[src/rtl/lin_rx_pkg.sv]
// Shared definitions for the LIN receive status unit.
// Assumes a 2-bit register address space with four registers.
package lin_rx_pkg;
    localparam int ADDR_W   = 2;
    localparam int DATA_W   = 8;
    localparam int BRK_POS  = 7;
    localparam int EDGE_POS = 6;
    localparam int PAR_POS  = 0;
    localparam int IE_W     = 3;

    typedef enum logic [ADDR_W-1:0] {
        REG_STAT1 = 2'd0,
        REG_STAT2 = 2'd1,
        REG_DATA  = 2'd2,
        REG_CTRL  = 2'd3
    } reg_addr_e;

    typedef struct packed {
        logic par;
        logic edge_f;
        logic brk;
    } flag_set_t;
endpackage

[src/rtl/rx_edge_sync.sv]
// Synchronises the raw receive line and detects the active edge.
// Produces a dominant-level indication with inversion applied.
// Assumes the line idles high at reset; SYNC_STAGES >= 2.
module rx_edge_sync #(
    parameter int SYNC_STAGES = 2
) (
    input  logic clk,
    input  logic rst_n,
    input  logic rxd_i,
    input  logic inv_i,
    output logic dom_o,
    output logic act_edge_o
);
    logic [SYNC_STAGES-1:0] chain;
    logic                   prev;
    logic                   line;

    // Shift the raw line through the synchroniser chain.
    always_ff @(posedge clk) begin
        if (!rst_n) chain <= '1;
        else        chain <= {chain[SYNC_STAGES-2:0], rxd_i};
    end

    assign line = chain[SYNC_STAGES-1];

    // Remember the previous synchronised sample for edge compare.
    always_ff @(posedge clk) begin
        if (!rst_n) prev <= 1'b1;
        else        prev <= line;
    end

    // Pick the edge direction selected by inversion; derive dominance.
    always_comb begin
        act_edge_o = inv_i ? (!prev && line) : (prev && !line);
        dom_o      = !(line ^ inv_i);
    end
endmodule

[src/rtl/brk_run_counter.sv]
// Counts oversample ticks while the line is dominant and reports a break
// once the run reaches the selected threshold. One report per run.
// Assumes tick_i is a single-cycle strobe.
module brk_run_counter #(
    parameter int OS_RATE  = 16,
    parameter int STD_BITS = 10,
    parameter int LIN_BITS = 11
) (
    input  logic clk,
    input  logic rst_n,
    input  logic tick_i,
    input  logic dom_i,
    input  logic lin_mode_i,
    output logic hit_o
);
    localparam int STD_TICKS = OS_RATE * STD_BITS;
    localparam int LIN_TICKS = OS_RATE * LIN_BITS;
    localparam int MAX_TICKS = (LIN_TICKS > STD_TICKS) ? LIN_TICKS : STD_TICKS;
    localparam int CNT_W     = $clog2(MAX_TICKS + 1);
    localparam logic [CNT_W-1:0] STD_LAST = CNT_W'(STD_TICKS - 1);
    localparam logic [CNT_W-1:0] LIN_LAST = CNT_W'(LIN_TICKS - 1);
    localparam logic [CNT_W-1:0] CNT_MAX  = CNT_W'(MAX_TICKS);

    logic [CNT_W-1:0] cnt;
    logic             fired;
    logic [CNT_W-1:0] last;

    // Select the final tick index for the active threshold.
    always_comb begin
        last  = lin_mode_i ? LIN_LAST : STD_LAST;
        hit_o = tick_i && dom_i && !fired && (cnt >= last);
    end

    // Track the dominant run length and the once-per-run latch.
    always_ff @(posedge clk) begin
        if (!rst_n || !dom_i) begin
            cnt   <= '0;
            fired <= 1'b0;
        end else if (tick_i) begin
            if (cnt != CNT_MAX) cnt <= cnt + 1'b1;
            if (hit_o)          fired <= 1'b1;
        end
    end
endmodule

[src/rtl/lin_stat_regs.sv]
// Holds the status flags and interrupt enables and serves the register port.
// Sets win over clears. Parity clears on a status-1 read then a data read.
// Assumes strobes are single-cycle with a stable address.
module lin_stat_regs
    import lin_rx_pkg::*;
(
    input  logic              clk,
    input  logic              rst_n,
    input  flag_set_t         set_i,
    input  logic [ADDR_W-1:0] addr_i,
    input  logic              rd_en_i,
    input  logic              wr_en_i,
    input  logic [DATA_W-1:0] wdata_i,
    input  logic [DATA_W-1:0] rx_byte_i,
    output logic [DATA_W-1:0] rdata_o,
    output logic              brk_flag_o,
    output logic              edge_flag_o,
    output logic              par_flag_o,
    output logic [IE_W-1:0]   ie_o
);
    logic armed;
    logic w_stat2, w_ctrl, r_stat1, r_data;

    // Decode register accesses.
    always_comb begin
        w_stat2 = wr_en_i && (addr_i == REG_STAT2);
        w_ctrl  = wr_en_i && (addr_i == REG_CTRL);
        r_stat1 = rd_en_i && (addr_i == REG_STAT1);
        r_data  = rd_en_i && (addr_i == REG_DATA);
    end

    // Break and edge flags: set on event, write-1-to-clear, set wins.
    always_ff @(posedge clk) begin
        if (!rst_n) begin
            brk_flag_o  <= 1'b0;
            edge_flag_o <= 1'b0;
        end else begin
            if (set_i.brk)                       brk_flag_o <= 1'b1;
            else if (w_stat2 && wdata_i[BRK_POS]) brk_flag_o <= 1'b0;
            if (set_i.edge_f)                     edge_flag_o <= 1'b1;
            else if (w_stat2 && wdata_i[EDGE_POS]) edge_flag_o <= 1'b0;
        end
    end

    // Parity flag with its two-step read clear sequence.
    always_ff @(posedge clk) begin
        if (!rst_n) begin
            par_flag_o <= 1'b0;
            armed      <= 1'b0;
        end else begin
            if (set_i.par)                 par_flag_o <= 1'b1;
            else if (r_data && armed)      par_flag_o <= 1'b0;
            if (r_data)                    armed <= 1'b0;
            else if (r_stat1 && par_flag_o) armed <= 1'b1;
        end
    end

    // Interrupt enable register.
    always_ff @(posedge clk) begin
        if (!rst_n)      ie_o <= '0;
        else if (w_ctrl) ie_o <= wdata_i[IE_W-1:0];
    end

    // Read data multiplexer.
    always_comb begin
        rdata_o = '0;
        unique case (addr_i)
            REG_STAT1: rdata_o[PAR_POS] = par_flag_o;
            REG_STAT2: begin
                rdata_o[BRK_POS]  = brk_flag_o;
                rdata_o[EDGE_POS] = edge_flag_o;
            end
            REG_DATA:  rdata_o = rx_byte_i;
            REG_CTRL:  rdata_o[IE_W-1:0] = ie_o;
            default:   rdata_o = '0;
        endcase
    end
endmodule

[src/rtl/lin_rx_status.sv]
// Top of the LIN break and receive-edge status unit.
// Combines the synchroniser, the break run counter and the status registers.
// Assumes os_tick_i is a 16x bit-rate strobe and rxd_i idles high.
module lin_rx_status
    import lin_rx_pkg::*;
#(
    parameter int OS_RATE     = 16,
    parameter int STD_BITS    = 10,
    parameter int LIN_BITS    = 11,
    parameter int SYNC_STAGES = 2
) (
    input  logic        clk,
    input  logic        rst_n,
    input  logic        rxd_i,
    input  logic        os_tick_i,
    input  logic        brk_en_i,
    input  logic        rx_inv_i,
    input  logic        par_en_i,
    input  logic        rdrf_set_i,
    input  logic        par_bit_i,
    input  logic        par_exp_i,
    input  logic        fe_raw_i,
    input  logic [7:0]  rx_byte_i,
    input  logic [1:0]  addr_i,
    input  logic        rd_en_i,
    input  logic        wr_en_i,
    input  logic [7:0]  wdata_i,
    output logic [7:0]  rdata_o,
    output logic        fe_o,
    output logic        brk_det_o,
    output logic        brk_irq_o,
    output logic        edge_irq_o,
    output logic        par_irq_o
);
    logic            dom;
    logic            edge_act;
    logic            brk_hit;
    logic            brk_flag, edge_flag, par_flag;
    logic [IE_W-1:0] ie;
    flag_set_t       sets;

    rx_edge_sync #(.SYNC_STAGES(SYNC_STAGES)) u_sync (
        .clk(clk), .rst_n(rst_n), .rxd_i(rxd_i), .inv_i(rx_inv_i),
        .dom_o(dom), .act_edge_o(edge_act)
    );

    brk_run_counter #(.OS_RATE(OS_RATE), .STD_BITS(STD_BITS), .LIN_BITS(LIN_BITS)) u_cnt (
        .clk(clk), .rst_n(rst_n), .tick_i(os_tick_i), .dom_i(dom),
        .lin_mode_i(brk_en_i), .hit_o(brk_hit)
    );

    // Form the flag set events from detector outputs and receiver inputs.
    always_comb begin
        sets.brk    = brk_hit && brk_en_i;
        sets.edge_f = edge_act;
        sets.par    = rdrf_set_i && par_en_i && (par_bit_i != par_exp_i);
    end

    lin_stat_regs u_regs (
        .clk(clk), .rst_n(rst_n), .set_i(sets), .addr_i(addr_i),
        .rd_en_i(rd_en_i), .wr_en_i(wr_en_i), .wdata_i(wdata_i),
        .rx_byte_i(rx_byte_i), .rdata_o(rdata_o),
        .brk_flag_o(brk_flag), .edge_flag_o(edge_flag),
        .par_flag_o(par_flag), .ie_o(ie)
    );

    // Drive detection, framing gate and level interrupts.
    always_comb begin
        brk_det_o  = brk_hit;
        fe_o       = fe_raw_i && !brk_en_i;
        brk_irq_o  = brk_flag  && ie[0];
        edge_irq_o = edge_flag && ie[1];
        par_irq_o  = par_flag  && ie[2];
    end
endmodule

[config.mk]
export PLATFORM = sky130hd
export DESIGN_NAME = lin_rx_status
export DESIGN_NICKNAME = d
export VERILOG_FILES = /design/src/rtl/lin_rx_pkg.sv /design/src/rtl/rx_edge_sync.sv /design/src/rtl/brk_run_counter.sv /design/src/rtl/lin_stat_regs.sv /design/src/rtl/lin_rx_status.sv
export SDC_FILE = /design/constraint.sdc
export NUM_CORES = 1
export LEC_CHECK = 0
export BUFFER_PORTS_ARGS = -buffer_cell sky130_fd_sc_hd__buf_2
export CORE_ASPECT_RATIO = 1.4
export CORE_MARGIN = 10
export CORE_UTILIZATION = 47
export CTS_CLUSTER_DIAMETER = 50
export DETAILED_ROUTE_END_ITERATION = 12
export GPL_ROUTABILITY_DRIVEN = 0
export GPL_TIMING_DRIVEN = 1
export PLACE_DENSITY_LB_ADDON = 0.3
export SYNTH_ARGS = -nofsm -noshare
export SYNTH_HDL_FRONTEND = slang
export SYNTH_HIERARCHICAL = 1
export SYNTH_SLANG_ARGS = --single-unit
[constraint.sdc]
create_clock -name clk -period 1.9 [get_ports clk]
set_clock_uncertainty 0.05 [all_clocks]
set_input_delay 0.095 -clock clk [delete_from_list [all_inputs] [get_ports clk]]
set_output_delay 0.095 -clock clk [all_outputs]
set_load 0.01 [all_outputs]
==> flow_summary_export.csv, run 1 <==
group,metric,value,unit
route,drtIter0Drc,32,
floorplanning,start_util,0.503,
placement,port_buffers,40,
route,ant_nets,0,
placement,place_hpwl,2.22,mm
timing,finalMaxSlewViolations,0,
logic_synthesis,yosysTopAreaCellShare,0.339,
logic_synthesis,netlist_instances,130,
critical_path,path_max_fanout,7,
logic_synthesis,postSynthNetCount,172,
timing,rsz0062_at_grt,"false",
power,peakVddDrop,380,uV
timing,slew_headroom,0.789,
critical_path,timing.rr.start,"u_cnt/cnt[5]",
timing,finalCritPeriodShare,0.933,
timing,post-route-min-period,1.77,ns
timing,fmax,564,MHz
logic_synthesis,synth_edf_count,0,
cells_and_area,diodes,0,
logic_synthesis,seq_area_frac_synth,0.339,
route,viasPerCell,5.43,
logic_synthesis,synth_top_area_cell,"dfxtp_1",
critical_path,cp_slowest_cell,"dfxtp_2",
floorplanning,fp.dieArea,4770,um^2
hold_path,hold_depth,3,
logic_synthesis,ys_warn_count,6,
power,power_density,513,nW/um^2
logic_synthesis,synth_area,1120,um^2
floorplanning,coreArea,2230,um^2
critical_path,critPathLaunchType,"register",
clock_tree,clock_sinks,19,
route,wl_per_cell,14.0,um
hold_path,hold_class,"input port to register",
cells_and_area,drive_gt1_frac,0.283,
grt,grt_overflow,0,
timing,worstMarginPinSlew,0.316,ns
critical_path,cp.depth,6,
critical_path,critPathBufInv,1,
cells_and_area,nets,223,
critical_path,startpoint,"u_cnt/cnt[4]",
critical_path,path_cells,"ha_1 > nand3_1 > nor4_1 > a21oi_1 > nor3_2 > buf_2",
clock_tree,cts.root.buffer_cell,"clkbuf_4",
timing,setup_viol,0,
logic_synthesis,synth_area_leaders,"dfxtp_1 34%, ha_1 12%, xnor2_1 4.7%",
placement,dp_slack,0.117,ns
critical_path,cp.required,1.75,ns
floorplanning,die_h,77.8,um
flow_run,drv_cap,0,
grt,antenna_found_initial,0,
grt,track_usage,0.116,
route,wl,2.83,mm
route,vias,1096,
floorplanning,rows,20,
floorplanning,ios,44,
critical_path,arrival,1.63,ns
clock_tree,ctsLongestPathBuffers,2,
timing,fin_tns_setup,0,ns
logic_synthesis,ys_types,34,
power,p_leak,0.657,nW
logic_synthesis,synth_top_flop_cell,"dfxtp_1",
clock_tree,clk_latency,0.29,ns
clock_tree,cts.clk_slew.worst_paths,0.10,ns
clock_tree,cts_tree,"built",
clock_tree,cts_max_level,1,
clock_tree,cts_buffers,3,
grt,grt_pass1_vias,1056,
hold_path,hold_start,"wr_en_i",
critical_path,cp_top_family,"simple AND/OR/NAND/NOR gates",
route,drc,0,
timing,setup_slack,0.127,ns
critical_path,reg2regPathDepth,7,
grt,grt_pass1_wl,4.35,mm
run_status,status,"complete, no violations",
timing,final-hold-violation-count,0,
logic_synthesis,async_reset_ff_frac,0,
route,dr.pass1.iters,4,
logic_synthesis,avgSynthCellArea,8.62,um^2
critical_path,crit_path_end_kind,"output port",
critical_path,cpPeakStageDelay,0.36,ns
cells_and_area,areaGrowthSynthToFinish,28.7,%
grt,grt_max_degree,11,
critical_path,worstSetupPathType,"register to output port",
logic_synthesis,synth-seq-cells,19,
floorplanning,die_w,61.3,um
## registers in the layout, summed over array words and instances (netlist names)
name	cells
u_regs/edge_flag_o	1
u_regs/ie_o	3
u_cnt/cnt	8
u_regs/armed	1
u_sync/prev	1
u_cnt/fired	1
u_regs/par_flag_o	1
u_regs/brk_flag_o	1
u_sync/chain	2
## logic make-up (layout without fill, tap and decap cells)
family,count (synthesis),in the layout,synth area share
xor gates and xnor gates,7,7,0.0547
DFF,19,19,0.339
buffers and inverters,15,65,0.0647
AOI/OAI and AO/OA,28,28,0.184
adders and majority gates,11,11,0.123
muxes,1,1,0.00893
and+or+nand+nor,49,49,0.225
## layout by cell type, fill, tap and decap left out, types with 6 or more instances in the layout
master,count
buf_2,40
dfxtp_1,17
nor2_1,13
inv_1,12
ha_1,11
dlygate4sd3_1,8
nand3_1,8
nand2_1,6
a21oi_1,6
xnor2_1,6
## worst reg2reg max path, delay by kind of cell, from the launching register on
family	cells	cell delay [ns]
flip-flops	1	0.33
adder cells (fa/ha/maj)	1	0.29
AO/OA/AOI/OAI	4	0.73
AND/OR/NAND/NOR	2	0.23
## through the flow
step	cell area [um^2]	power (mW)	hold slack, ns	util	instances
CTS	1420	0.743	0.00104	0.635	200
global placement	1330	0.534	0.229	0.597	190
detailed placement	1330	0.540	0.237	0.597	190
global route	1440	0.780	0.0932	0.648	202
finish	1440	0.740	0.0883	0.648	202
floorplan	1120	0.487	0.118	-	130
## layout make-up
cell class / instances / area [um^2]
Timing Repair Buffer: 49 / 288
Clock buffer: 4 / 26.3
Fill cell: 205 / 785
Tap cell: 22 / 27.5
Multi-Input combinational cell: 96 / 673
Sequential cell: 19 / 383
Inverter: 12 / 45.0
## layer usage
metal,wire length (um),global-route usage,vias to the layer above
li1,-,-,552
met1,1060,0.113,498
met2,1420,0.203,42
met3,314,0.0423,4
met4,36,0.0550,0
met5,0,0,-
## synthesized netlist by cell type, types with 2 or more instances
master,number
dfxtp_1,19
nor2_1,13
inv_1,12
ha_1,11
nand3_1,8
a21oi_1,6
nand2_1,6
xnor2_1,6
a22oi_1,4
and2_1,4
nand2b_1,4
o21ai_0,4
a21bo_1,3
a41oi_1,3
and2_2,3
nor2b_1,3
nor3_1,3
buf_6,2
## power by group
group	total [mW]	switching [mW]	leakage, nW	internal [mW]
Clock	0.196	0.114	0.0150	0.0815
Combinational	0.129	0.0637	0.487	0.0655
Sequential	0.415	0.00760	0.155	0.407
Total	0.740	0.186	0.657	0.554
## timing repair
item,4_1_cts,5_1_grt
pin swaps,1,0
buffers inserted,0,0
endpoints found under the setup margin,1,2
hold buffers,6,2
resized for setup,0,3
endpoints found under the hold margin,7,2
## worst paths after layout
path	endpoint	slack, ns
min reg2reg	u_sync/chain[1]	0.37
min	u_regs/ie_o[0]	0.09
max reg2reg	u_regs/brk_flag_o	0.16
max	brk_det_o	0.13
(Power assumes the default switching activity.)
==> run 2: changes to the inputs <==
- RECOVER_POWER: default -> 50
==> flow_summary_export.csv, run 2 (synthesized netlist as in run 1, its figures left out) <==
group,metric,value,unit
grt,antenna_found_initial,0,
timing,post-route-min-period,1.77,ns
route,vias,1103,
timing,final-hold-violation-count,0,
floorplanning,fp.dieArea,4770,um^2
cells_and_area,utilization,0.642,
critical_path,critPathLaunchType,"register",
route,dr.pass1.iters,4,
clock_tree,cts_buffers,3,
timing,fmax,564,MHz
timing,setup_slack,0.128,ns
timing,worstMarginPinSlew,0.347,ns
power,power_density,516,nW/um^2
clock_tree,cts.root.buffer_cell,"clkbuf_4",
grt,grt_pass1_vias,1056,
cells_and_area,drive_gt1_frac,0.244,
timing,hold_slack,0.0866,ns
critical_path,reg2reg_slack,0.18,ns
cells_and_area,final_cell_mix,"34 x buf_2, 17 x dfxtp_1, 13 x nor2_1, 12 x inv_1, 11 x ha_1",
cells_and_area,nets,223,
cells_and_area,diodes,0,
cells_and_area,largestRegisters,"u_cnt/cnt (8), u_regs/ie_o (3), u_sync/chain (2)",
floorplanning,rows,20,
grt,track_usage,0.116,
critical_path,arrival,1.63,ns
floorplanning,die_h,77.8,um
cells_and_area,nFillCells,205,
placement,dp_slack,0.117,ns
hold_path,hold_class,"input port to register",
floorplanning,coreArea,2230,um^2
route,ant_nets,0,
power,p_leak,0.631,nW
clock_tree,clk_latency,0.29,ns
route,drtIter0Drc,34,
grt,grt_overflow,0,
floorplanning,ios,44,
clock_tree,cts_max_level,1,
critical_path,cp.required,1.75,ns
run_status,status,"complete, no violations",
route,wl,2.80,mm
grt,grt_max_degree,11,
floorplanning,die_w,61.3,um
cells_and_area,regMostFlops,"u_cnt/cnt",
timing,slew_headroom,0.768,
critical_path,worstSetupPathType,"register to output port",
route,wl_per_cell,13.9,um
placement,place_hpwl,2.22,mm
cells_and_area,largest_reg_flops,8,
timing,finalCritPeriodShare,0.933,
clock_tree,ctsLongestPathBuffers,2,
grt,grt_pass1_wl,4.35,mm
critical_path,path_max_fanout,7,
timing,rsz0062_at_grt,"false",
placement,port_buffers,40,
power,peakVddDrop,378,uV
timing,setup_viol,0,
route,drc,0,
timing,fin_tns_setup,0,ns
cells_and_area,layout_commonest_cell,"buf_2",
cells_and_area,areaGrowthSynthToFinish,27.5,%
flow_run,drv_cap,0,
clock_tree,clock_sinks,19,
route,viasPerCell,5.46,
clock_tree,cts.clk_slew.worst_paths,0.10,ns
clock_tree,cts_tree,"built",
timing,finalMaxSlewViolations,0,
floorplanning,start_util,0.503,
critical_path,crit_path_end_kind,"output port",
## run 2: cell count changes in the layout (fill, tap and decap cells not counted)
| cell | before | now |
|---|---|---|
| buf_2 | 40 | 34 |
| and2_0 | 0 | 1 |
| clkbuf_1 | 1 | 7 |
| and2_1 | 4 | 3 |
| o22ai_2 | 1 | 0 |
| o22ai_1 | 0 | 1 |
## run 2: layer usage
metal,global-route usage,part of all wire
met5,0,0
met1,0.113,0.37
met4,0.0550,0.013
met3,0.0423,0.11
met2,0.203,0.50
## run 2: where the power goes
part / internal, mW / switching (mW) / total [mW]
Combinational: 0.0639 / 0.0629 / 0.127
Sequential: 0.407 / 0.00754 / 0.415
Clock: 0.0815 / 0.114 / 0.195
## run 2: repair_timing
item	in CTS	in global routing
pin swaps	1	0
hold buffers	6	2
endpoints found under the hold margin	7	2
gates resized for setup	0	3
endpoints found under the setup margin	1	2
buffers inserted	0	0
## run 2: area by class of cell
class	count	area, um^2	share of cell area
Timing Repair Buffer	49	280	0.196
Sequential cell	19	383	0.268
Multi-Input combinational cell	96	667	0.467
Tap cell	22	27.5	0.0193
Clock buffer	4	26.3	0.0184
Inverter	12	45.0	0.0315
## run 2: final timing paths
check / endpoint / cells after the start / from
max: brk_det_o / 6 / u_cnt/cnt[4]
min: u_regs/brk_flag_o / 2 / wr_en_i
max reg2reg: u_regs/brk_flag_o / 7 / u_cnt/cnt[5]
min reg2reg: u_sync/chain[1] / 1 / u_sync/chain[0]
## run 2: worst max-delay path, stage by stage (launching register included)
cell and delay, ns:
dfxtp_2 0.36, ha_1 0.28, nand3_1 0.06, nor4_1 0.24, a21oi_1 0.10, nor3_2 0.14, buf_2 0.16
## run 2: stage by stage
stage,instances,instance area (um^2),power [mW]
final,202,1430,0.737
after detailed placement,190,1330,0.540
after global routing,202,1430,0.778
after CTS,200,1420,0.743
after floorplan,130,1120,0.487
after global placement,190,1330,0.534
==> run 3: changes to the inputs <==
- REMOVE_ABC_BUFFERS: default -> 1
==> flow_summary_export.csv, run 3 (synthesized netlist as in run 1, its figures left out) <==
group,metric,value,unit
run_status,status,"complete, no violations",
power,power_density,499,nW/um^2
grt,grt_max_degree,12,
critical_path,cp_top_family,"simple AND/OR/NAND/NOR gates",
timing,setup_viol,0,
route,drc,0,
timing,fin_tns_setup,0,ns
cells_and_area,largestRegisters,"u_cnt/cnt (8), u_regs/ie_o (3), u_sync/chain (2)",
timing,final-hold-violation-count,0,
clock_tree,cts.clk_slew.worst_paths,0.11,ns
cells_and_area,final_cell_mix,"36 x buf_2, 15 x dfxtp_1, 13 x nor2_1, 12 x inv_1",
route,drtIter0Drc,36,
grt,grt_pass1_vias,1127,
clock_tree,ctsLongestPathBuffers,2,
clock_tree,clock_sinks,19,
critical_path,critPathLaunchType,"register",
placement,place_hpwl,2.35,mm
power,peakVddDrop,397,uV
route,dr.pass1.iters,5,
cells_and_area,layout_commonest_cell,"buf_2",
critical_path,path_max_fanout,5,
floorplanning,die_h,77.8,um
critical_path,crit_path_end_kind,"output port",
clock_tree,cts_tree,"built",
cells_and_area,nFillCells,203,
clock_tree,cts.root.buffer_cell,"clkbuf_4",
floorplanning,fp.dieArea,4770,um^2
critical_path,critPathBufInv,1,
timing,fmax,546,MHz
timing,worstMarginPinSlew,0.320,ns
floorplanning,rows,20,
route,viasPerCell,5.46,
clock_tree,cts_max_level,1,
grt,grt_overflow,0,
cells_and_area,areaGrowthSynthToFinish,34.2,%
route,vias,1108,
cells_and_area,drive_gt1_frac,0.309,
critical_path,cpPeakStageDelay,0.38,ns
floorplanning,ios,44,
timing,post-route-min-period,1.83,ns
critical_path,cp.required,1.75,ns
cells_and_area,largest_reg_flops,8,
cells_and_area,regArea,388,um^2
power,p_leak,0.642,nW
cells_and_area,nets,224,
route,wl_per_cell,15.5,um
grt,grt_pass1_wl,4.71,mm
placement,port_buffers,40,
floorplanning,coreArea,2230,um^2
timing,slew_headroom,0.786,
cells_and_area,multiInputGateArea,726,um^2
floorplanning,die_w,61.3,um
route,wl,3.15,mm
route,ant_nets,0,
critical_path,cp_slowest_cell,"dfxtp_4",
critical_path,arrival,1.69,ns
critical_path,worstSetupPathType,"register to output port",
timing,hold_slack,0.0560,ns
floorplanning,start_util,0.503,
cells_and_area,diodes,0,
timing,finalCritPeriodShare,0.963,
grt,track_usage,0.123,
flow_run,drv_cap,0,
timing,finalMaxSlewViolations,0,
grt,antenna_found_initial,0,
cells_and_area,regMostFlops,"u_cnt/cnt",
clock_tree,cts_buffers,3,
clock_tree,clk_latency,0.30,ns
hold_path,hold_class,"input port to register",
critical_path,path_cells,"ha_4 > nand3_4 > nor4_4 > a21oi_2 > nor3_2 > buf_2",
-- run 3: cell types whose count changed in the layout (fill, tap and decap cells not counted), sizes merged --
cell	change
buf	+3
clkbuf	-3
clkinv	+1
-- run 3: stage by stage --
stage	instances	cell area [um^2]	setup slack, ns	power, mW	utilization
3_3_place_gp	190	1330	0.203	0.534	0.597
6_report	203	1500	0.0698	0.750	0.675
2_1_floorplan	127	1090	0.0672	0.480	-
4_1_cts	202	1440	0.00603	0.753	0.648
3_5_place_dp	190	1330	0.101	0.541	0.597
5_1_grt	203	1500	-0.0168	0.785	0.675
-- run 3: where the power goes --
group	switching, mW	leakage, nW	internal (mW)
clock	0.125	0.0177	0.0785
sequential	0.00761	0.156	0.406
combinational	0.0660	0.468	0.0668
-- run 3: worst paths after layout --
path,start,to,slack (ns),cells past startpoint
max reg2reg,u_cnt/cnt[4],u_regs/brk_flag_o,0.15,8
min reg2reg,u_sync/chain[0],u_sync/chain[1],0.37,1
max,u_cnt/cnt[4],brk_det_o,0.07,6
min,wr_en_i,u_regs/edge_flag_o,0.06,2
-- run 3: cell type report --
| cell class | count | share of cell area |
|---|---|---|
| multi-input cells | 96 | 0.483 |
| clock buffers | 3 | 0.0150 |
| flip-flops and latches | 19 | 0.258 |
| repair buffers | 50 | 0.193 |
| well taps | 22 | 0.0183 |
| clock inverters | 1 | 0.00333 |
| inverters | 12 | 0.0300 |
-- run 3: what timing repair did --
item | in CTS | in global routing
setup endpoints to repair | 1 | 2
pin swaps | 0 | 3
gates resized for setup | 1 | 13
buffers inserted | 0 | 1
hold buffers | 8 | 0
hold endpoints to repair | 10 | 0
-- run 3: layer usage --
metal	vias up	wire length (um)	track usage
met3	2	306	0.0358
met4	0	16	0.0413
met5	-	0	0
met1	510	1070	0.118
met2	42	1760	0.232
li1	554	-	-
